`src/rtl/wbs_pkg.sv`:
```
// Package: shared time type, per-flag timing constants and the wrap-safe
// deadline test. Assumes compared times lie within 2^(CNT_W-1) of each other.
package wbs_pkg;
    localparam int unsigned CNT_W   = 32;
    localparam int unsigned NUM_TMR = 3;

    typedef logic [CNT_W-1:0] cyc_t;

    // Per-flag table: status bit, on delay, on-to-off span, extension step,
    // restart-from-now mode and visible tail (0 = whole window visible).
    localparam int unsigned TMR_BIT  [NUM_TMR] = '{5, 4, 0};
    localparam int unsigned TMR_ON   [NUM_TMR] = '{0, 8, 24};
    localparam int unsigned TMR_SPAN [NUM_TMR] = '{8, 8, 24};
    localparam int unsigned TMR_EXT  [NUM_TMR] = '{0, 16, 24};
    localparam bit          TMR_RST  [NUM_TMR] = '{1'b1, 1'b0, 1'b0};
    localparam int unsigned TMR_TAIL [NUM_TMR] = '{0, 8, 0};

    // True when 'now' has reached or passed deadline 'dl', across rollover.
    function automatic logic reached(input cyc_t now, input cyc_t dl);
        cyc_t diff;
        diff = now - dl;
        return ~diff[CNT_W-1];
    endfunction
endpackage

```
`src/rtl/wbs_bit_timer.sv`:
```
// Module: one status flag driven by an on time, an off deadline and a
// pending marker. On a write to an idle timer it opens a new window. On a
// write to a pending timer it either restarts the off deadline from now
// (RESTART) or pushes it out by EXT. The flag is visible between the on time
// and the off deadline, and when TAIL is non-zero only within TAIL cycles of
// the deadline. Assumes cycle counter advances monotonically.
module wbs_bit_timer
    import wbs_pkg::*;
#(
    parameter int unsigned ON_DLY  = 8,
    parameter int unsigned SPAN    = 8,
    parameter int unsigned EXT     = 16,
    parameter bit          RESTART = 1'b0,
    parameter int unsigned TAIL    = 0
) (
    input  logic clk,
    input  logic rst_n,
    input  cyc_t now,
    input  logic wr,
    output logic vis
);
    localparam cyc_t ON_C   = cyc_t'(ON_DLY);
    localparam cyc_t FULL_C = cyc_t'(ON_DLY + SPAN);
    localparam cyc_t EXT_C  = cyc_t'(EXT);

    logic active_q;
    cyc_t on_q;
    cyc_t off_q;
    logic off_hit;
    logic on_hit;
    logic idle;
    logic in_tail;
    cyc_t left;

    // Deadline tests against the current counter value.
    always_comb begin
        off_hit = reached(now, off_q);
        on_hit  = reached(now, on_q);
        idle    = !active_q || off_hit;
        left    = off_q - now;
    end

    // Tail gate: either the whole window or only its last TAIL cycles.
    if (TAIL == 0) begin : g_full
        assign in_tail = 1'b1;
    end else begin : g_tail
        assign in_tail = (left <= cyc_t'(TAIL));
    end

    // Visible flag.
    assign vis = active_q && !off_hit && on_hit && in_tail;

    // Timer state: open, stretch or retire the window.
    always_ff @(posedge clk) begin
        if (!rst_n) begin
            active_q <= 1'b0;
            on_q     <= '0;
            off_q    <= '0;
        end else if (wr) begin
            active_q <= 1'b1;
            if (idle) begin
                on_q  <= now + ON_C;
                off_q <= now + FULL_C;
            end else if (RESTART) begin
                off_q <= now + FULL_C;
            end else begin
                off_q <= off_q + EXT_C;
            end
        end else if (active_q && off_hit) begin
            active_q <= 1'b0;
        end
    end

    AST_DEADLINE_AHEAD: assert property (@(posedge clk) disable iff (!rst_n)
        wr |=> ($signed(off_q - $past(now)) > 0));

    AST_HOLD_WHEN_QUIET: assert property (@(posedge clk) disable iff (!rst_n)
        (!wr && active_q && !off_hit) |=> ($stable(off_q) && $stable(on_q)));

    AST_RETIRE_AT_DEADLINE: assert property (@(posedge clk) disable iff (!rst_n)
        (!wr && active_q && off_hit) |=> !vis);
endmodule

```
`src/rtl/wbs_read_reg.sv`:
```
// Module: read register. Captures the live status word on rd_en and holds
// it otherwise; cleared by reset.
module wbs_read_reg #(
    parameter int unsigned W = 32
) (
    input  logic         clk,
    input  logic         rst_n,
    input  logic         rd_en,
    input  logic [W-1:0] live,
    output logic [W-1:0] rd_data
);
    // Capture on request.
    always_ff @(posedge clk) begin
        if (!rst_n) begin
            rd_data <= '0;
        end else if (rd_en) begin
            rd_data <= live;
        end
    end

    AST_READ_CONST: assert property (@(posedge clk) disable iff (!rst_n)
        rd_en |=> (rd_data[3:1] == 3'b111));
endmodule

```
`src/rtl/wbuf_status_tracker.sv`:
```
// Module: top. One timer per status flag, built from the package table,
// the fixed ones in bits 3..1, and a read register. Assumes cycle_cnt
// advances by one to a few counts per clock.
module wbuf_status_tracker
    import wbs_pkg::*;
#(
    parameter int unsigned STAT_W = 32
) (
    input  logic              clk,
    input  logic              rst_n,
    input  logic [CNT_W-1:0]  cycle_cnt,
    input  logic              wr_strobe,
    input  logic              rd_en,
    output logic [STAT_W-1:0] status_o,
    output logic [STAT_W-1:0] rd_data
);
    localparam logic [STAT_W-1:0] FIXED_ONES = {{(STAT_W-4){1'b0}}, 4'b1110};

    logic [NUM_TMR-1:0] vis;

    // One timer per flag.
    for (genvar g = 0; g < NUM_TMR; g++) begin : g_tmr
        wbs_bit_timer #(
            .ON_DLY  (TMR_ON[g]),
            .SPAN    (TMR_SPAN[g]),
            .EXT     (TMR_EXT[g]),
            .RESTART (TMR_RST[g]),
            .TAIL    (TMR_TAIL[g])
        ) i_tmr (
            .clk   (clk),
            .rst_n (rst_n),
            .now   (cycle_cnt),
            .wr    (wr_strobe),
            .vis   (vis[g])
        );
    end

    // Assemble the status word.
    always_comb begin
        status_o = FIXED_ONES;
        for (int g = 0; g < NUM_TMR; g++) begin
            status_o[TMR_BIT[g]] = vis[g];
        end
    end

    wbs_read_reg #(.W(STAT_W)) i_rd (
        .clk     (clk),
        .rst_n   (rst_n),
        .rd_en   (rd_en),
        .live    (status_o),
        .rd_data (rd_data)
    );

    AST_BUSY_ON_WRITE: assert property (@(posedge clk) disable iff (!rst_n)
        wr_strobe |=> status_o[5]);

    AST_UPPER_ZERO: assert property (@(posedge clk) disable iff (!rst_n)
        rd_en |=> (rd_data[STAT_W-1:6] == '0));
endmodule

```
`config.mk`:
```
export PLATFORM = sky130hd
export DESIGN_NAME = wbuf_status_tracker
export DESIGN_NICKNAME = d
export VERILOG_FILES = /design/src/rtl/wbs_pkg.sv /design/src/rtl/wbs_bit_timer.sv /design/src/rtl/wbs_read_reg.sv /design/src/rtl/wbuf_status_tracker.sv
export SDC_FILE = /design/constraint.sdc
export NUM_CORES = 1
export LEC_CHECK = 0
export ABC_AREA = 1
export BUFFER_PORTS_ARGS = -buffer_cell sky130_fd_sc_hd__buf_2
export CORE_ASPECT_RATIO = 0.7
export CORE_MARGIN = 2
export CORE_UTILIZATION = 45
export CTS_BUF_LIST = sky130_fd_sc_hd__clkbuf_8
export DETAILED_ROUTE_END_ITERATION = 6
export PLACE_DENSITY = 0.7
export SKIP_CTS_REPAIR_TIMING = 1
export SYNTH_ARGS = -nofsm -noshare
export SYNTH_HDL_FRONTEND = slang
export SYNTH_SLANG_ARGS = --single-unit
export TNS_END_PERCENT = 100
```
`constraint.sdc`:
```
create_clock -name clk -period 6.56 [get_ports clk]
set_input_delay 0.656 -clock clk [delete_from_list [all_inputs] [get_ports clk]]
set_output_delay 0.656 -clock clk [all_outputs]
set_load 0.05 [all_outputs]
```
==> results of run 1 <==
worst max path at each step:
stage / start / endpoint / slack (ns)
floorplan: cycle_cnt[22] / status_o[4] / 2.75
global placement: cycle_cnt[14] / g_tmr[1].i_tmr.on_q[1] / 1.68
detailed placement: cycle_cnt[14] / g_tmr[1].i_tmr.on_q[31] / 1.52
CTS: cycle_cnt[14] / status_o[4] / 1.73
global route: cycle_cnt[14] / status_o[4] / 1.46
finish: cycle_cnt[14] / status_o[4] / 1.76
logic make-up (layout without fill, tap and decap cells):
kind of cell,count (synthesis),count (layout)
adders and majority gates,217,217
xor gates and xnor gates,121,121
other,2,56
AOI/OAI and AO/OA,615,615
and+or+nand+nor,945,945
buffers and inverters,524,479
DFF,196,196
final cells by class:
type                    count  area, sq um
clock buffers              19        261.5
flip-flops and latches    196         3924
inverters                 376         1415
well taps                 496        620.6
repair buffers             72        430.4
fillers                  3960        20010
clock inverters            12        167.7
diodes                      1        2.502
multi-input cells        1953        11300
stage by stage:
stage	setup WS, ns	utilization	area (sq um)	hold WS [ns]
6_report	1.765	0.4752	18120	0.3504
5_1_grt	1.465	0.4751	18120	0.3502
4_1_cts	1.732	0.4751	18120	0.3320
3_5_place_dp	1.516	0.4639	17690	0.4505
3_3_place_gp	1.680	0.4639	17690	0.4428
2_1_floorplan	2.753	-	17480	0.4331
state kept, by name, indices dropped and copies added, names as in the netlist:
register	count
g_tmr.i_tmr.active_q	3
g_tmr.i_tmr.off_q	93
g_tmr.i_tmr.on_q	96
i_rd.rd_data	4
worst max-delay path, stage by stage:
cell,delay (ns)
buf_2,0.29
clkinv_1,0.34
ha_1,0.50
nand2_2,0.10
nor2_2,0.14
inv_2,0.06
nor2_2,0.10
nand2_1,0.07
nand2_1,0.07
nand2_1,0.08
nand3_2,0.06
buf_4,0.39
nand3_4,0.11
nand3b_1,0.18
nor2_1,0.09
nand3_1,0.07
nor2_1,0.09
nand4_1,0.10
nor2_1,0.27
buf_2,0.33
where the power goes:
part           internal (mW)  leakage [nW]  total, mW  switching (mW)
Combinational          0.385          6.58       1.30           0.911
Clock                  0.374         0.221      0.892           0.518
Sequential              1.29          1.63       1.36          0.0604
Total                   2.05          8.43       3.54            1.49
routing by layer:
metal | wire [microns] | vias to the layer above
met2 | 24700 | 775
met4 | 1105 | 0
met3 | 5956 | 73
li1 | - | 8504
met1 | 28610 | 8131
met5 | 0 | -
cells in the final DEF, fill, tap and decap left out, types with 41 or more instances in the layout:
| master | count |
|---|---|
| nand3_1 | 81 |
| conb_1 | 55 |
| nor3_1 | 41 |
| nor2_1 | 195 |
| a21oi_1 | 331 |
| nand4_1 | 64 |
| nand2_1 | 502 |
| inv_1 | 364 |
| ha_1 | 217 |
| xor2_1 | 113 |
| buf_2 | 44 |
| o21ai_0 | 209 |
| dfxtp_1 | 196 |
==> impl_metrics.tcl, run 1 <==
set metrics [dict create \
    status "complete, no violations" \
    setup.worst_path.start_class "input port" \
    h-tree-depth 4 \
    slew_headroom 0.2402 \
    yosys.area.top_type_share 0.2270 \
    hold-path-endpoint "i_rd.rd_data[4]" \
    worstReg2RegStart "g_tmr[1].i_tmr.off_q[18]" \
    drive_gt1_frac 0.05594 \
    reg2regPathDepth 14 \
    vias 17480 \
    synth-compound-area-share 0.1888 \
    wl_per_cell_microns 19.32 \
    core_area_sq_mm 0.03814 \
    ys_seq_area_frac 0.2270 \
    rsz0062_at_grt "no" \
    synth.cell_area_sq_mm 0.01728 \
    vias_per_cell 5.595 \
    p_leak_nw 8.426 \
    synth_fa_ha_area_frac 0.1571 \
    clkLatencyLatePin_ns 0.54 \
    die_w_microns 238.2 \
    grt_overflow 0 \
    reg2reg_slack_ns 2.38 \
    synth_edf_count 0 \
    clk_pin_slew_ns 0.12 \
    skew_ns 0.02099 \
    setup_viol 0 \
    worst-setup-path-type "in2out" \
    cp-end-kind "output port" \
    period_minus_slack_ns 4.795 \
    ioPinCount 100 \
    ys.warnings.count 0 \
    crit_fanout 36 \
    postSynthCellCount 2620 \
    cts_sinks 196 \
    antenna_left 0 \
    start_util 0.4532 \
    cts_root_buf "clkbuf_8" \
    hold_depth 2 \
    dp.cells 3093 \
    yosys.area_share.simple 0.2344 \
    use_met3 0.05362 \
    hpwl_microns 47120 \
    worstHoldPathType "in2reg" \
    grt_max_degree 69 \
    place.gp.congestion 1.011 \
    layoutNonFillerInstCount 3125 \
    worst_pin_slew_ns 1.129 \
    firstDrtPassIters 5 \
    cts_buffers 17 \
    maxClockFrequency_mhz 208.5 \
    synth.distinct_cells 48 \
    routed_wl_microns 60380 \
    grt_util_all_layers 0.3024 \
    die_h_microns 168.0 \
    final_nets 2869 \
    grt_pass1_wl_microns 93870 \
    met2_usage 0.4423 \
    synthMuxAreaShare 0 \
    grt.busiest_layer "met1" \
    fin_tns_setup_ns 0 \
    cts_tree "done" \
    synth_top_family_by_area "simple AND/OR/NAND/NOR gates" \
    synth_top_area_cell "dfxtp_1" \
    synthMostInstantiatedCell "nand2_1" \
    drtIter0Drc 1919 \
    synth_area_leaders "dfxtp_1 23%, ha_1 16%, nand2_1 11%" \
    r2r_end "g_tmr[1].i_tmr.on_q[31]" \
    timing.final.crit_share 0.7310 \
    powerDensity_mw_per_mm2 195.6 \
    antenna_found_initial 1 \
    cp.arrival_ns 4.14 \
    hold_violations 0 \
    vdd_drop_max_mv 0.1289 \
    yosys-top-cells-count "504 x nand2_1, 364 x inv_1, 331 x a21oi_1" \
    cts_buffer_depth 2 \
    synth_ff_type "dfxtp_1" \
    port_buffers 44 \
    synth-xor-area-share 0.06131 \
    grt_pass1_vias 16320 \
    slew_viol_final 0 \
    rows 60 \
    worstPathRequired_ns 5.90 \
    cap_viol_max_count 0 \
    synth.ff_latch_count 196 \
    synthArstFlopShare 0 \
    hp-start "rd_en" \
    drc_errors 0 \
    met1_usage 0.4550 \
    syn_area_per_cell_sq_um 6.597 \
    die-area_sq_mm 0.04002 \
    area_growth_pct 4.850 \
    power_mw 3.544 \
]
Power figures use the tool's default switching activity.
==> run 2: changes to the inputs <==
--- a/config.mk
+++ b/config.mk
@@ -12,7 +12,7 @@
 export CORE_UTILIZATION = 45
 export CTS_BUF_LIST = sky130_fd_sc_hd__clkbuf_8
 export DETAILED_ROUTE_END_ITERATION = 6
-export PLACE_DENSITY = 0.7
+export PLACE_DENSITY = 0.72
 export SKIP_CTS_REPAIR_TIMING = 1
 export SYNTH_ARGS = -nofsm -noshare
 export SYNTH_HDL_FRONTEND = slang
==> constraint.sdc (replaced) <==
create_clock -name clk -period 4.3 [get_ports clk]
set_input_delay 0.43 -clock clk [delete_from_list [all_inputs] [get_ports clk]]
set_output_delay 0.43 -clock clk [all_outputs]
set_load 0.05 [all_outputs]
==> impl_metrics.tcl, run 2 (same netlist as run 1, synthesis figures left out) <==
set metrics [dict create \
    slew_headroom 0.2900 \
    grt_util_all_layers 0.3007 \
    mostFrequentLayoutCells "502 x nand2_1, 365 x inv_1, 331 x a21oi_1" \
    cts_root_buf "clkbuf_8" \
    setup.worst_path.start_class "register" \
    routed_wl_microns 60600 \
    worst_pin_slew_ns 1.065 \
    rsz0062_at_grt "no" \
    p_sw_mw 2.294 \
    setup_viol 0 \
    cts_buffers 17 \
    status "complete, no violations" \
    power_mw 5.328 \
    port_buffers 44 \
    worst_slack_ns 0.2144 \
    drive_gt1_frac 0.06837 \
    vias_per_cell 5.642 \
    vdd_drop_max_mv 0.1998 \
    fin_tns_setup_ns 0 \
    p_int_mw 3.034 \
    clk_pin_slew_ns 0.12 \
    die_w_microns 238.2 \
    pre_cts_ws_ns 0.3937 \
    largest_reg_flops 96 \
    hp-start "rd_en" \
    worstHoldPathType "in2reg" \
    area_growth_pct 6.262 \
    grt_pass1_vias 16200 \
    place_area_sq_mm 0.01799 \
    period_minus_slack_ns 4.086 \
    grt_overflow 0 \
    timing.final.crit_share 0.9501 \
    hold_violations 0 \
    skew_ns 0.02102 \
    swShare 0.4305 \
    start_util 0.4532 \
    die-area_sq_mm 0.04002 \
    rows 60 \
    worstPathRequired_ns 3.87 \
    grt_max_degree 102 \
    cap_viol_max_count 0 \
    vias 17820 \
    p_leak_nw 8.583 \
    fillCellCount 3916 \
    combinationalPowerShare 0.381 \
    regMostFlops "g_tmr.i_tmr.on_q" \
    p_seq_frac 0.388 \
    antenna_left 0 \
    cts_tree "done" \
    core_area_sq_mm 0.03814 \
    place.gp.congestion 1.037 \
    utilization 0.4816 \
    final_common_cell "nand2_1" \
    crit_fanout 2 \
    stdcell_area_sq_mm 0.01837 \
    die_h_microns 168.0 \
    hpwl_microns 46830 \
    cp.arrival_ns 3.66 \
    worstReg2RegStart "g_tmr[1].i_tmr.off_q[30]" \
    critPathLaunch "g_tmr[1].i_tmr.on_q[10]" \
    wl_per_cell_microns 19.19 \
    pwr-share-clk 0.231 \
    drtIter0Drc 2153 \
    maxClockFrequency_mhz 244.8 \
    ioPinCount 100 \
    cts_buffer_depth 2 \
    slew_viol_final 0 \
    drc_errors 0 \
    largestRegisters "g_tmr.i_tmr.on_q: 96 flops, g_tmr.i_tmr.off_q: 93 flops, i_rd.rd_data: 4 flops" \
    cts_sinks 196 \
    final_nets 2902 \
    grt_pass1_wl_microns 93650 \
    clkLatencyLatePin_ns 0.51 \
    worst-setup-path-type "reg2out" \
    antenna_cells 0 \
    cp-end-kind "output port" \
    powerDensity_mw_per_mm2 290.1 \
    firstDrtPassIters 6 \
    h-tree-depth 4 \
    antenna_found_initial 1 \
]
==> run 2: cell types whose count changed in the layout (fill, tap and decap cells not counted), sizes merged <==
cell      delta
clkinv       +3
buf         +33
clkbuf       -1
bufinv       -2
diode        -1
clkinvlp     +1
==> run 2: metrics by stage <==
stage                     instances  hold WS [ns]
after global routing           3158        0.2009
after global placement         3126        0.4430
after floorplan                2673        0.4331
final                          3158        0.1843
after detailed placement       3126        0.4517
after CTS                      3158        0.1558
==> run 2: final timing paths <==
| path | cells after the start | slack [ns] | endpoint |
|---|---|---|---|
| setup / recovery | 14 | 0.21 | status_o[4] |
| hold / removal | 2 | 0.18 | i_rd.rd_data[4] |
| setup reg to reg | 20 | 0.87 | g_tmr[1].i_tmr.off_q[26] |
| hold reg to reg | 2 | 0.47 | g_tmr[0].i_tmr.on_q[25] |
==> run 2: final cells by class <==
type	count	area [sq um]	share of cell area
inverters	376	1414	0.07698
clock inverters	14	122.6	0.006676
well taps	496	620.6	0.03379
repair buffers	105	728.2	0.03965
multi-input cells	1953	11310	0.6158
clock buffers	18	247.7	0.01349
flip-flops and latches	196	3924	0.2136
==> run 2: power groups by stage <==
| stage | clock network [mW] | logic (mW) | registers, mW |
|---|---|---|---|
| floorplan | 0 | 1.43 | 2.08 |
| global placement | 0 | 1.93 | 2.10 |
| detailed placement | 0 | 1.97 | 2.11 |
| CTS | 1.24 | 1.98 | 2.07 |
| global route | 1.31 | 2.25 | 2.09 |
| finish | 1.23 | 2.03 | 2.07 |
==> run 2: per-layer routing <==
layer	vias up	GRT usage	wire length (microns)	share of wire
met4	4	0.06413	1005	0.017
met3	69	0.06378	6657	0.11
met1	8365	0.4470	28040	0.46
met5	-	0	27	0.00045
met2	808	0.4421	24870	0.41
li1	8573	-	-	-
==> run 2: critical path, stage by stage (launching register included) <==
cell and delay, ns:
dfxtp_1 0.33, inv_1 0.05, ha_1 0.30, inv_1 0.07
nor3_1 0.62, a21oi_1 0.16, nor2_1 0.11, nor2_1 0.09
o21ai_0 0.27, buf_4 0.15, xor2_1 0.24, nand4_1 0.16
nor2_1 0.17, buf_4 0.15, buf_2 0.26
==> run 3: changes to the inputs <==
--- a/config.mk
+++ b/config.mk
@@ -12,7 +12,7 @@
 export CORE_UTILIZATION = 45
 export CTS_BUF_LIST = sky130_fd_sc_hd__clkbuf_8
 export DETAILED_ROUTE_END_ITERATION = 6
-export PLACE_DENSITY = 0.72
+export PLACE_DENSITY = 0.7
 export SKIP_CTS_REPAIR_TIMING = 1
 export SYNTH_ARGS = -nofsm -noshare
 export SYNTH_HDL_FRONTEND = slang
==> constraint.sdc (replaced) <==
create_clock -name clk -period 5.2 [get_ports clk]
set_input_delay 0.52 -clock clk [delete_from_list [all_inputs] [get_ports clk]]
set_output_delay 0.52 -clock clk [all_outputs]
set_load 0.05 [all_outputs]
==> impl_metrics.tcl, run 3 (same netlist as run 1, synthesis figures left out) <==
set metrics [dict create \
    hold_slack_ns 0.2316 \
    largestRegisters "g_tmr.i_tmr.on_q: 96 flops, g_tmr.i_tmr.off_q: 93 flops, i_rd.rd_data: 4 flops" \
    p_int_mw 2.544 \
    cts_tree "done" \
    reg2regPathDepth 19 \
    grt_pass1_wl_microns 92010 \
    place_area_sq_mm 0.01784 \
    layoutNonFillerInstCount 3144 \
    vdd_drop_max_mv 0.1885 \
    final_nets 2887 \
    die_w_microns 238.2 \
    worstHoldPathType "in2reg" \
    vias 17660 \
    ioPinCount 100 \
    die_h_microns 168.0 \
    mostFrequentLayoutCells "502 x nand2_1, 364 x inv_1, 331 x a21oi_1" \
    regMostFlops "g_tmr.i_tmr.on_q" \
    port_buffers 44 \
    cp.arrival_ns 4.27 \
    r2r_end "g_tmr[1].i_tmr.off_q[16]" \
    grt_pass1_vias 16210 \
    cts_buffer_depth 2 \
    p_seq_frac 0.383 \
    firstDrtPassIters 6 \
    p_sw_mw 1.912 \
    routed_wl_microns 59670 \
    drive_gt1_frac 0.06271 \
    worst-setup-path-type "in2out" \
    grt_util_all_layers 0.2967 \
    slew_viol_final 0 \
    hpwl_microns 46530 \
    power_mw 4.456 \
    swShare 0.4291 \
    final_common_cell "nand2_1" \
    antenna_found_initial 2 \
    setup.worst_path.start_class "input port" \
    cts_buffers 17 \
    core_area_sq_mm 0.03814 \
    skew_ns 0.01984 \
    h-tree-depth 4 \
    start_util 0.4532 \
    hold_depth 2 \
    cp-end-kind "output port" \
    wl_per_cell_microns 18.98 \
    slew_headroom 0.3026 \
    drtIter0Drc 1626 \
    powerDensity_mw_per_mm2 244.1 \
    dp.cells 3111 \
    combinationalPowerShare 0.370 \
    cts_sinks 196 \
    clk_pin_slew_ns 0.11 \
    fin_tns_setup_ns 0 \
    grt_max_degree 93 \
    die-area_sq_mm 0.04002 \
    antenna_left 0 \
    p_leak_nw 8.508 \
    cts_root_buf "clkbuf_8" \
    hp-start "rd_en" \
    timing.final.crit_share 0.9220 \
    hold-path-endpoint "i_rd.rd_data[4]" \
    reg2reg_slack_ns 1.34 \
    worstReg2RegStart "g_tmr[1].i_tmr.off_q[18]" \
    largest_reg_flops 96 \
    place.gp.congestion 0.9744 \
    setup_viol 0 \
    rows 60 \
    hold_violations 0 \
    rsz0062_at_grt "no" \
    crit_fanout 36 \
    stdcell_area_sq_mm 0.01826 \
    grt_overflow 0 \
    clkLatencyLatePin_ns 0.54 \
    drc_errors 0 \
    pwr-share-clk 0.246 \
    vias_per_cell 5.617 \
    cap_viol_max_count 0 \
    worst_pin_slew_ns 1.046 \
    maxClockFrequency_mhz 208.6 \
    area_growth_pct 5.617 \
    status "complete, no violations" \
    period_minus_slack_ns 4.795 \
    worstPathRequired_ns 4.68 \
]
==> run 3: cell count changes in the layout (fill, tap and decap cells not counted), sizes merged <==
cell,delta
diode,+1
bufinv,+1
clkbuf,-1
buf,-15
inv,+3
clkinv,-2
clkinvlp,-1
==> run 3: metrics by stage <==
stage | utilization | setup WS, ns
final | 0.4787 | 0.4055
after global routing | 0.4787 | 0.1855
after CTS | 0.4786 | 0.4763
after detailed placement | 0.4677 | 0.4928
after global placement | 0.4677 | 0.4601
after floorplan | - | 1.665
==> run 3: final cells by class <==
| cell class | count | area, sq um |
|---|---|---|
| timing repair buffer | 90 | 578.1 |
| sequential | 196 | 3924 |
| clock buffer | 17 | 234.0 |
| inverter | 376 | 1415 |
| fill | 3945 | 19880 |
| antenna | 1 | 2.502 |
| clock inverter | 15 | 180.2 |
| multi-input combinational | 1953 | 11300 |
| tap | 496 | 620.6 |
==> run 3: power groups by stage <==
stage	Clock [mW]	Combinational (mW)	Sequential, mW
2_1_floorplan	0	1.19	1.72
3_3_place_gp	0	1.56	1.74
3_5_place_dp	0	1.60	1.74
4_1_cts	1.11	1.61	1.71
5_1_grt	1.17	1.84	1.72
6_report	1.10	1.65	1.71
==> run 3: per-layer routing <==
| layer | up-vias | GRT usage | share of wire |
|---|---|---|---|
| met5 | - | 0 | 0.00020 |
| met4 | 2 | 0.09810 | 0.028 |
| met3 | 101 | 0.08608 | 0.11 |
| met2 | 765 | 0.4243 | 0.40 |
| met1 | 8252 | 0.4231 | 0.46 |
| li1 | 8541 | - | - |
==> run 3: how the worst max path moves through the flow <==
stage	to	startpoint	slack, ns
floorplan	status_o[4]	cycle_cnt[22]	1.66
global placement	status_o[4]	cycle_cnt[10]	0.46
detailed placement	status_o[4]	cycle_cnt[10]	0.49
CTS	status_o[4]	cycle_cnt[10]	0.48
global route	status_o[4]	cycle_cnt[10]	0.19
finish	status_o[4]	cycle_cnt[10]	0.41
==> run 3: critical path: stages <==
cell and delay [ns]:
buf_2 0.32, inv_1 0.23, ha_1 0.42, nand2_1 0.10
inv_1 0.07, nand2_1 0.09, nand2_1 0.05, a21oi_1 0.11
nand2_1 0.08, nand2_1 0.09, nand2_1 0.09, nand2_4 0.35
nand3_4 0.33, nand3b_1 0.27, nor2_1 0.10, nand3_1 0.07
nor2_1 0.10, nand4_1 0.09, nor2_1 0.42, buf_2 0.36
